--- src/rtl/twowire_cmd_slave.sv ---
module twowire_cmd_slave #(
  parameter logic [6:0] DEV_ADDR    = 7'h4D,
  parameter logic [7:0] SETUP_INIT  = 8'h80,
  parameter logic [7:0] CONFIG_INIT = 8'h60,
  parameter int         MAX_BYTES   = 2,
  parameter int         SYNC_STAGES = 2
) (
  input  logic       clk,
  input  logic       rst_n,
  input  logic       scl_in,
  input  logic       sda_in,
  output logic       sda_oe,
  output logic [7:0] setup_q,
  output logic [7:0] config_q,
  output logic       ext_clk,
  output logic       ref_sel,
  output logic [1:0] scan_mode,
  output logic       read_req
);

  localparam int BCW = $clog2(MAX_BYTES + 1);

  typedef enum logic [2:0] {S_IDLE, S_ADDR, S_AACK, S_DATA, S_DACK, S_READ, S_SKIP} st_t;

  logic [SYNC_STAGES:0] scl_p, sda_p;
  logic scl_now, scl_old, sda_now, sda_old;
  logic start_c, stop_c, rise, fall;
  st_t st;
  logic [3:0] nbit;
  logic [7:0] shreg;
  logic [BCW-1:0] nbyte;
  logic is_rd;

  always_ff @(posedge clk or negedge rst_n)
    if (!rst_n) begin
      scl_p <= '1;
      sda_p <= '1;
    end else begin
      scl_p <= {scl_p[SYNC_STAGES-1:0], scl_in};
      sda_p <= {sda_p[SYNC_STAGES-1:0], sda_in};
    end

  assign scl_now = scl_p[SYNC_STAGES-1];
  assign scl_old = scl_p[SYNC_STAGES];
  assign sda_now = sda_p[SYNC_STAGES-1];
  assign sda_old = sda_p[SYNC_STAGES];

  assign start_c = scl_now & scl_old & sda_old & ~sda_now;
  assign stop_c  = scl_now & scl_old & ~sda_old & sda_now;
  assign rise    = scl_now & ~scl_old;
  assign fall    = ~scl_now & scl_old;

  always_ff @(posedge clk or negedge rst_n)
    if (!rst_n) begin
      st       <= S_IDLE;
      nbit     <= '0;
      shreg    <= '0;
      nbyte    <= '0;
      is_rd    <= 1'b0;
      sda_oe   <= 1'b0;
      read_req <= 1'b0;
      setup_q  <= SETUP_INIT;
      config_q <= CONFIG_INIT;
    end else begin
      read_req <= 1'b0;
      if (start_c) begin
        st     <= S_ADDR;
        nbit   <= '0;
        nbyte  <= '0;
        sda_oe <= 1'b0;
      end else if (stop_c) begin
        st     <= S_IDLE;
        sda_oe <= 1'b0;
      end else begin
        case (st)
          S_ADDR, S_DATA: begin
            if (rise) begin
              shreg <= {shreg[6:0], sda_now};
              nbit  <= nbit + 4'd1;
            end else if (fall && nbit == 4'd8) begin
              nbit <= '0;
              if (st == S_ADDR) begin
                if (shreg[7:1] == DEV_ADDR) begin
                  sda_oe   <= 1'b1;
                  st       <= S_AACK;
                  is_rd    <= shreg[0];
                  read_req <= shreg[0];
                end else begin
                  st <= S_SKIP;
                end
              end else if (nbyte == BCW'(MAX_BYTES)) begin
                st <= S_SKIP;
              end else begin
                sda_oe <= 1'b1;
                st     <= S_DACK;
                nbyte  <= nbyte + BCW'(1);
                if (shreg[7]) setup_q  <= shreg;
                else          config_q <= shreg;
              end
            end
          end
          S_AACK, S_DACK: begin
            if (fall) begin
              sda_oe <= 1'b0;
              st     <= (st == S_AACK && is_rd) ? S_READ : S_DATA;
            end
          end
          default: ;
        endcase
      end
    end

  assign ext_clk   = setup_q[3];
  assign ref_sel   = setup_q[5];
  assign scan_mode = config_q[6:5];

endmodule


--- config.mk ---
export PLATFORM = sky130hd
export DESIGN_NAME = twowire_cmd_slave
export DESIGN_NICKNAME = d
export VERILOG_FILES = /design/src/rtl/twowire_cmd_slave.sv
export SDC_FILE = /design/constraint.sdc
export NUM_CORES = 1
export LEC_CHECK = 0
export BUFFER_PORTS_ARGS = -buffer_cell sky130_fd_sc_hd__buf_2
export CAP_MARGIN = 10
export CORE_ASPECT_RATIO = 1.2
export CORE_MARGIN = 3
export CORE_UTILIZATION = 51
export DETAILED_ROUTE_END_ITERATION = 8
export PLACE_DENSITY = 0.79
export SYNTH_ARGS = -nofsm -noshare
export SYNTH_HDL_FRONTEND = slang
export SYNTH_SLANG_ARGS = --single-unit
--- constraint.sdc ---
create_clock -name clk -period 2.12 [get_ports clk]
set_input_delay 0.212 -clock clk [delete_from_list [all_inputs] [get_ports clk]]
set_output_delay 0.212 -clock clk [all_outputs]
set_load 0.05 [all_outputs]
[After elaboration in Yosys (flattened, before gate mapping)]
Cells that the tools add are included.
Cells by class
  equality and inequality tests: 16
  muxes and demuxes: 38
  reductions and logical operators: 16
  $add $sub $neg: 2
  bitwise operators: 17
Operators by type and width (number)
  $mux 3: 8
  $mux 4: 5
  $mux 2: 8
  $reduce_and 8->1: 2
  $mux 1: 15
  $ne 4x4->1 const B: 3
  $reduce_and 6->1: 2
  $ne 5x5->1 const B: 2
  $not 1->1: 10
  $ne 2x2->1 const B: 4
  $reduce_and 4->1: 2
  $and 1x1->1: 7
  $eq 7x7->1 const B: 1
  $reduce_and 7->1: 1
  $eq 3x2->1 const B: 2
  $pmux 3 s2: 1
  $add 4x1->4 const B: 1
  $eq 4x4->1 const B: 1
  $reduce_bool 2->1: 2
  $reduce_bool 4->1: 1
  $reduce_or 2->1: 2
  $eq 3x1->1 const B: 1
  $eq 3x3->1 const B: 1
  $reduce_and 3->1: 1
  other kinds (5): 6
Storage, ports and cells
  input port bits: 4
  output and inout bits: 22
  bits in registers: 40

[Longest topological paths before layout]
Gate-level depths: netlist (run 1).
  depth in word-level cells: 8
  gate-level depth with buffers: 7
  gate-level depth less buffers: 6

[Least setup slack after synthesis (run 1)]
Ideal clock, no wire load.
  path kind: register to register
  start point: register nbit[0]
  end point: register config_q[0]
  setup time: 125 ps
  required time: 1995 ps
  clock period less this slack: 2113 ps
  arrival: 1988 ps
  slack: 7 ps
  buffers on the path: 1
  cell stages (with the launch flop): 8
  path through: dfrtp_1 inv_1 ha_1 nand3b_1 or4_4 or3_1 buf_6 mux2_4
On the way
  longest elaborated chain between the ends: 3
RTL lines
  from (decl): line 29  | logic [3:0] nbit;
  from (signal assigned): line 79  | nbit <= nbit + 4'd1;
  $eq 4x4->1: line 80  | end else if (fall && nbit == 4'd8) begin
  $logic_and 1x1->1: line 80
  $reduce_and 8->1 (no line)
  to (signal assigned): line 98  | else config_q <= shreg;
  to (decl): line 14  | output logic [7:0] config_q,
Every way passes these cells.
A chain may end at the register's enable or synchronous reset.

[Final worst setup path (run 1)]
  start point: register nbit[0]
  end point: register config_q[3]
The elaborated chain is that of the path after synthesis.

==> results of run 1 <==
[synth_stat cells (3+ instances only)]
cell type / number
sky130_fd_sc_hd__or3_1: 5
sky130_fd_sc_hd__mux2i_1: 3
sky130_fd_sc_hd__mux2_2: 16
sky130_fd_sc_hd__ha_1: 3
sky130_fd_sc_hd__nor3_1: 4
sky130_fd_sc_hd__nor2_1: 7
sky130_fd_sc_hd__mux2_4: 7
sky130_fd_sc_hd__nand3_1: 7
sky130_fd_sc_hd__buf_4: 6
sky130_fd_sc_hd__dfrtp_1: 32
sky130_fd_sc_hd__o21ai_0: 5
sky130_fd_sc_hd__dfstp_2: 8
sky130_fd_sc_hd__buf_6: 3
sky130_fd_sc_hd__nand2_1: 5
sky130_fd_sc_hd__inv_1: 6
[registers in the layout, indices dropped and copies added (netlist names)]
name,flops
config_q,7
scl_p,3
nbit,4
sda_oe,1
read_req,1
is_rd,1
setup_q,7
shreg,8
sda_p,3
nbyte,2
st,3
[through the flow]
step / instances / area, µm² / setup slack [ns] / util (%) / hold slack (ns)
2_1_floorplan: 150 / 1870 / 0.00707 / - / -0.0836
3_3_place_gp: 215 / 2070 / -0.00926 / 60.4 / 0.318
3_5_place_dp: 215 / 2070 / -0.106 / 60.4 / 0.318
4_1_cts: 223 / 2160 / 0.0243 / 63.0 / 0.00828
5_1_grt: 226 / 2190 / -0.0355 / 63.9 / 0.00654
6_report: 226 / 2190 / 0.0384 / 63.9 / 0.0207
[final timing paths]
kind | endpoint | slack (ns) | cells after the start
max reg2reg | config_q[3]$_DFFE_PN0P_ | 0.04 | 6
min reg2reg | sda_p[1]$_DFF_PN1_ | 0.36 | 0
max in group asynchronous | shreg[0]$_DFFE_PN0P_ | 1.57 | 1
max | config_q[3]$_DFFE_PN0P_ | 0.04 | 6
min | setup_q[5]$_DFFE_PN0P_ | 0.02 | 1
min in group clk | sda_p[0]$_DFF_PN1_ | 0.02 | 1
[what timing repair did]
item / in CTS / in global routing
resized for setup: 1 / 3
endpoints found under the setup margin: 7 / 7
setup buffers: 0 / 3
pin swaps: 0 / 1
cloned: 0 / 0
[cell type report]
type	instances	share of cell area (%)
Multi-Input combinational cell	93	35.0
Timing Repair Buffer	42	11.8
Sequential cell	40	46.2
Tap cell	37	2.11
Clock inverter	2	0.571
Clock buffer	6	3.31
Inverter	6	1.03
[power by group through the flow]
| stage | clock (W) | sequential [W] | combinational (W) |
|---|---|---|---|
| after floorplan | 0 | 0.00105 | 0.000451 |
| after global placement | 0 | 0.00106 | 0.000617 |
| after detailed placement | 0 | 0.00107 | 0.000634 |
| after CTS | 0.000492 | 0.00106 | 0.000651 |
| after global routing | 0.000532 | 0.00108 | 0.000754 |
| final | 0.000477 | 0.00106 | 0.000675 |
[kinds of logic after synthesis]
logic type	share of synthesized area (%)
simple gates	13.1
flops	54.0
mux	16.8
compound gates	6.89
buf+inv	5.82
fa+ha+maj	2.01
other cells	0.401
xor+xnor	0.936
[metal layers]
layer | vias up | wire (µm) | GRT usage, %
li1 | 601 | - | -
met1 | 638 | 1520 | 24.0
met2 | 26 | 1790 | 29.1
met3 | 8 | 118 | 5.34
met4 | 0 | 108 | 8.19
met5 | - | 0 | 0
==> flow_metrics.tcl, run 1 <==
set metrics [dict create \
    outcome "finished, final reports clean" \
    drt_first_pass_iters 4 \
    netlist_area_um2 1870 \
    placement_rows 23 \
    grt_start_max_net_pins 41 \
    cts.hold.buffers_added 0 \
    max_slew_margin_pct 44.3 \
    grt_antenna_before_repair 0 \
    critical_path.slowest_cell "sky130_fd_sc_hd__or4_4" \
    wire_length_per_cell_after_detailed_routing_um 15.7 \
    share_comb_of_total_power_pct 30.4 \
    asyncSetResetFlopFracSynth_pct 100 \
    seqCellArea_um2 1010 \
    cts_tree "yes" \
    count_of_buffers_inserted_at_the_top_level_ports 23 \
    critPathLaunch "nbit[0]$_DFFE_PN0P_" \
    worstMarginPinSlew_ns 0.836 \
    synth-edff-count 0 \
    finalClockSkew_ns 0.00904 \
    grt_pass1_wl_um 6040 \
    synth_fp_nets 157 \
    die_area_um2 4440 \
    clkTransAtPathRegs_ns 0.08 \
    finalSetupViolCount 0 \
    multi_input_area_um2 767 \
    cts-buffers-inserted 5 \
    netlist-cell-type-count 42 \
    chipWidth_um 61.3 \
    worst_setup_path_start_kind "flip-flop" \
    first_global_vias 1275 \
    crit_family "simple AND/OR/NAND/NOR gates" \
    chipHeight_um 72.4 \
    min_period_ns 2.08 \
    crit_path_max_incr_delay_ns 0.49 \
    antenna_cells 0 \
    drt_iter0_drc 58 \
    area_growth_syn_to_layout_pct 17.0 \
    route.antenna.remaining_nets 0 \
    leading_cell_type_in_the_layout_fill_and_taps_excluded "sky130_fd_sc_hd__dfrtp_1" \
    crit_path_cell_trace "inv_1, ha_1, nand3b_1, or4_4, or3_4, mux2_4" \
    grt_overflow_total 0 \
    globalplace.congestion 0.851 \
    post_drt_via_cell_ratio 5.63 \
    grtUsageTotal_pct 18.7 \
    clock_tree.htree_level_count 2 \
    power_switching_w 0.000725 \
    synth.top_cell.area_share_pct 42.8 \
    n_fill_cell 258 \
    internal_power_w 0.00149 \
    cp.arrival_ns 2.26 \
    holdCritPathClass "in -> async" \
    swShare_pct 32.7 \
    rsz0062_at_grt "yes" \
    setup_tns_ns 0 \
    final_layout_size_suffix_gt1_share_pct 46.6 \
    clock_power_share_pct 21.5 \
    initial_core_util_pct 54.7 \
    worstSkewPairLatency_ns 0.29 \
    post_synth_inst_count 150 \
    critical_setup_path_kind "reg -> reg" \
    clock_path_buffers 2 \
    finish.net_count 195 \
    core_area_um2 3420 \
    worstPathBufferInverterCount 1 \
    end_kind "flip-flop" \
    timing.critical_path.required_ns 2.30 \
    synth.yosys.seq_area_share_pct 54.0 \
    clock_sink_count 40 \
    power-per-cell-area_nw_per_um2 1010 \
    leakage_power_summed_over_all_cells_nw 1.09 \
    mapped_avg_cell_area_um2 12.5 \
    synth_area_leaders "sky130_fd_sc_hd__dfrtp_1 43%, sky130_fd_sc_hd__dfstp_2 11%, sky130_fd_sc_hd__mux2_2 9.6%" \
    dp_hpwl_um 2540 \
    timing.final.crit_share_pct 98.2 \
    synth.ff_latch_count 40 \
    peakVddDrop_mv 0.785 \
    reg2reg_from "nbit[0]$_DFFE_PN0P_" \
    ios 26 \
    most-common-layout-cells "32 x sky130_fd_sc_hd__dfrtp_1, 23 x sky130_fd_sc_hd__buf_2, 19 x sky130_fd_sc_hd__buf_4, 16 x sky130_fd_sc_hd__mux2_2, 8 x sky130_fd_sc_hd__dfstp_2" \
    routed_wl_um 3540 \
    yosys.area.top_type "sky130_fd_sc_hd__dfrtp_1" \
    drv_slew 0 \
    route.vias.total 1273 \
    route.detailed.drc 0 \
    report.final.hold_viol_count 0 \
    cts_root_buffer "sky130_fd_sc_hd__clkbuf_8" \
    timing.fmax_mhz 480 \
    power_w 0.00222 \
    synth.yosys.warnings 0 \
    drv_cap 0 \
    seqPwrFrac_pct 48.0 \
    synth_top_flop_cell "sky130_fd_sc_hd__dfrtp_1" \
    path_max_fanout 7 \
]
Power figures use the tool's default switching activity.
==> run 2, diff against run 1 <==
- SETUP_SLACK_MARGIN: unset -> 0.1
==> flow_metrics.tcl, run 2 (synthesized netlist as in run 1, its figures left out) <==
set metrics [dict create \
    initial_core_util_pct 54.7 \
    drt_iter0_drc 90 \
    cts.hold.buffers_added 0 \
    multi_input_area_um2 757 \
    end_kind "flip-flop" \
    worst_setup_path_start_kind "flip-flop" \
    clkTransAtPathRegs_ns 0.08 \
    biggestRegsByFlops "shreg (8), config_q (7), setup_q (7)" \
    area_growth_syn_to_layout_pct 15.0 \
    n_fill_cell 260 \
    first_global_vias 1313 \
    die_area_um2 4440 \
    post_layout_nonfiller_instances 223 \
    seqCellArea_um2 1010 \
    ios 26 \
    post_drt_via_cell_ratio 5.71 \
    cp.arrival_ns 2.22 \
    core_area_um2 3420 \
    globalplace.congestion 0.877 \
    chipWidth_um 61.3 \
    chipHeight_um 72.4 \
    dp_hpwl_um 2650 \
    drt_first_pass_iters 4 \
    outcome "finished, final reports clean" \
    share_comb_of_total_power_pct 28.5 \
    timing.final.crit_share_pct 96.4 \
    power_switching_w 0.000718 \
    clock_tree.htree_level_count 2 \
    clock_sink_count 40 \
    most-common-layout-cells "32 x sky130_fd_sc_hd__dfrtp_1, 23 x sky130_fd_sc_hd__buf_2, 16 x sky130_fd_sc_hd__mux2_2, 16 x sky130_fd_sc_hd__buf_4, 8 x sky130_fd_sc_hd__dfstp_2" \
    drv_cap 0 \
    timing.critical_path.required_ns 2.29 \
    wire_length_per_cell_after_detailed_routing_um 16.0 \
    max_slew_margin_pct 43.4 \
    cts_root_buffer "sky130_fd_sc_hd__clkbuf_8" \
    post-place-cells 213 \
    grtUsageTotal_pct 19.2 \
    finalClockSkew_ns 0.00939 \
    grt_pass1_wl_um 6270 \
    path_max_fanout 7 \
    place_worst_setup_slack_ns -0.0670 \
    crit_path_cell_trace "inv_1, ha_1, nand3b_1, or4_4, or3_4, mux2_4" \
    drv_slew 0 \
    route.detailed.drc 0 \
    critical_setup_path_kind "reg -> reg" \
    cts-buffers-inserted 5 \
    grt_antenna_before_repair 0 \
    largest_reg_flops 8 \
    count_of_buffers_inserted_at_the_top_level_ports 23 \
    antenna_cells 0 \
    postLayoutSetupSlackWorst_ns 0.0771 \
    internal_power_w 0.00146 \
    critical_path.slowest_cell "sky130_fd_sc_hd__or4_4" \
    dpl_cell_area_um2 2050 \
    design_area_um2 2150 \
    cts_tree "yes" \
    swShare_pct 33.0 \
    clock_path_buffers 2 \
    grt_overflow_total 0 \
    worstSkewPairLatency_ns 0.29 \
    grt_start_max_net_pins 41 \
    routed_wl_um 3580 \
    holdCritPathClass "in -> async" \
    finish.net_count 192 \
    placement_rows 23 \
    report.final.hold_viol_count 0 \
    rsz0062_at_grt "yes" \
    peakVddDrop_mv 0.527 \
    finalSetupViolCount 0 \
    final_layout_size_suffix_gt1_share_pct 43.5 \
    leakage_power_summed_over_all_cells_nw 1.08 \
    crit_path_max_incr_delay_ns 0.49 \
    leading_cell_type_in_the_layout_fill_and_taps_excluded "sky130_fd_sc_hd__dfrtp_1" \
    clock_power_share_pct 22.1 \
    route.vias.total 1274 \
    seqPwrFrac_pct 49.4 \
    min_period_ns 2.04 \
    worstMarginPinSlew_ns 0.849 \
    timing.fmax_mhz 489 \
    route.antenna.remaining_nets 0 \
    power-per-cell-area_nw_per_um2 1010 \
    largest_register "shreg" \
]
## run 2: cell types whose count changed in the layout (fill, tap and decap cells not counted), sizes merged
| cell | change |
|---|---|
| buf | -3 |
| clkbuf | +1 |
| clkinvlp | -1 |
## run 2: worst max-delay path: cells and delay by family (launching register included)
kind,cells,cell delay [ns]
buf+inv,1,0.06
simple gates,3,1.01
flops,1,0.39
mux,1,0.32
fa+ha+maj,1,0.14
## run 2: what timing repair did
item	4_1_cts	5_1_grt
resized for setup	1	0
setup buffers	2	0
endpoints found under the setup margin	7	7
## run 2: final timing paths
check                                         start                      end  slack (ns)  depth (start not counted)
worst max-delay path            nbit[0]$_DFFE_PN0P_  config_q[3]$_DFFE_PN0P_        0.08                          6
worst min-delay path                          rst_n  config_q[1]$_DFFE_PN0P_        0.02                          1
worst max register to register  nbit[0]$_DFFE_PN0P_  config_q[3]$_DFFE_PN0P_        0.08                          6
worst min register to register   sda_p[0]$_DFF_PN1_       sda_p[1]$_DFF_PN1_        0.36                          0
max in group asynchronous                     rst_n   setup_q[2]$_DFFE_PN0P_        1.55                          1
min in group clk                             scl_in       scl_p[0]$_DFF_PN1_        0.02                          1
## run 2: area by class of cell
| cell class | instances | share of cell area (%) |
|---|---|---|
| clock buffer | 7 | 3.54 |
| inverter | 6 | 1.05 |
| timing repair buffer | 39 | 10.9 |
| sequential | 40 | 46.9 |
| clock inverter | 1 | 0.232 |
| tap | 37 | 2.15 |
| multi-input combinational | 93 | 35.2 |
## run 2: power by group through the flow
stage,registers (W),logic [W],clock network (W)
5_1_grt,0.00110,0.000690,0.000538
3_3_place_gp,0.00107,0.000581,0
2_1_floorplan,0.00105,0.000451,0
3_5_place_dp,0.00109,0.000606,0
4_1_cts,0.00107,0.000622,0.000491
6_report,0.00107,0.000620,0.000480
## run 2: layer usage
layer / vias to the layer above / GRT usage (%) / share of wire, % / routed length (µm)
met5: - / 0 / 0 / 0
li1: 594 / - / - / -
met1: 630 / 23.9 / 43 / 1520
met3: 8 / 5.52 / 5.2 / 186
met4: 0 / 6.51 / 1.9 / 68
met2: 42 / 31.4 / 50 / 1800
## run 2: through the flow
| step | total power (W) | hold slack [ns] | util (%) | setup TNS, ns |
|---|---|---|---|---|
| CTS | 0.00219 | 0.00773 | 62.9 | 0 |
| floorplan | 0.00150 | -0.0836 | - | 0 |
| detailed placement | 0.00170 | 0.318 | 59.9 | -0.319 |
| finish | 0.00217 | 0.0224 | 62.9 | 0 |
| global route | 0.00232 | 0.00657 | 62.9 | 0 |
| global placement | 0.00165 | 0.318 | 59.9 | 0 |
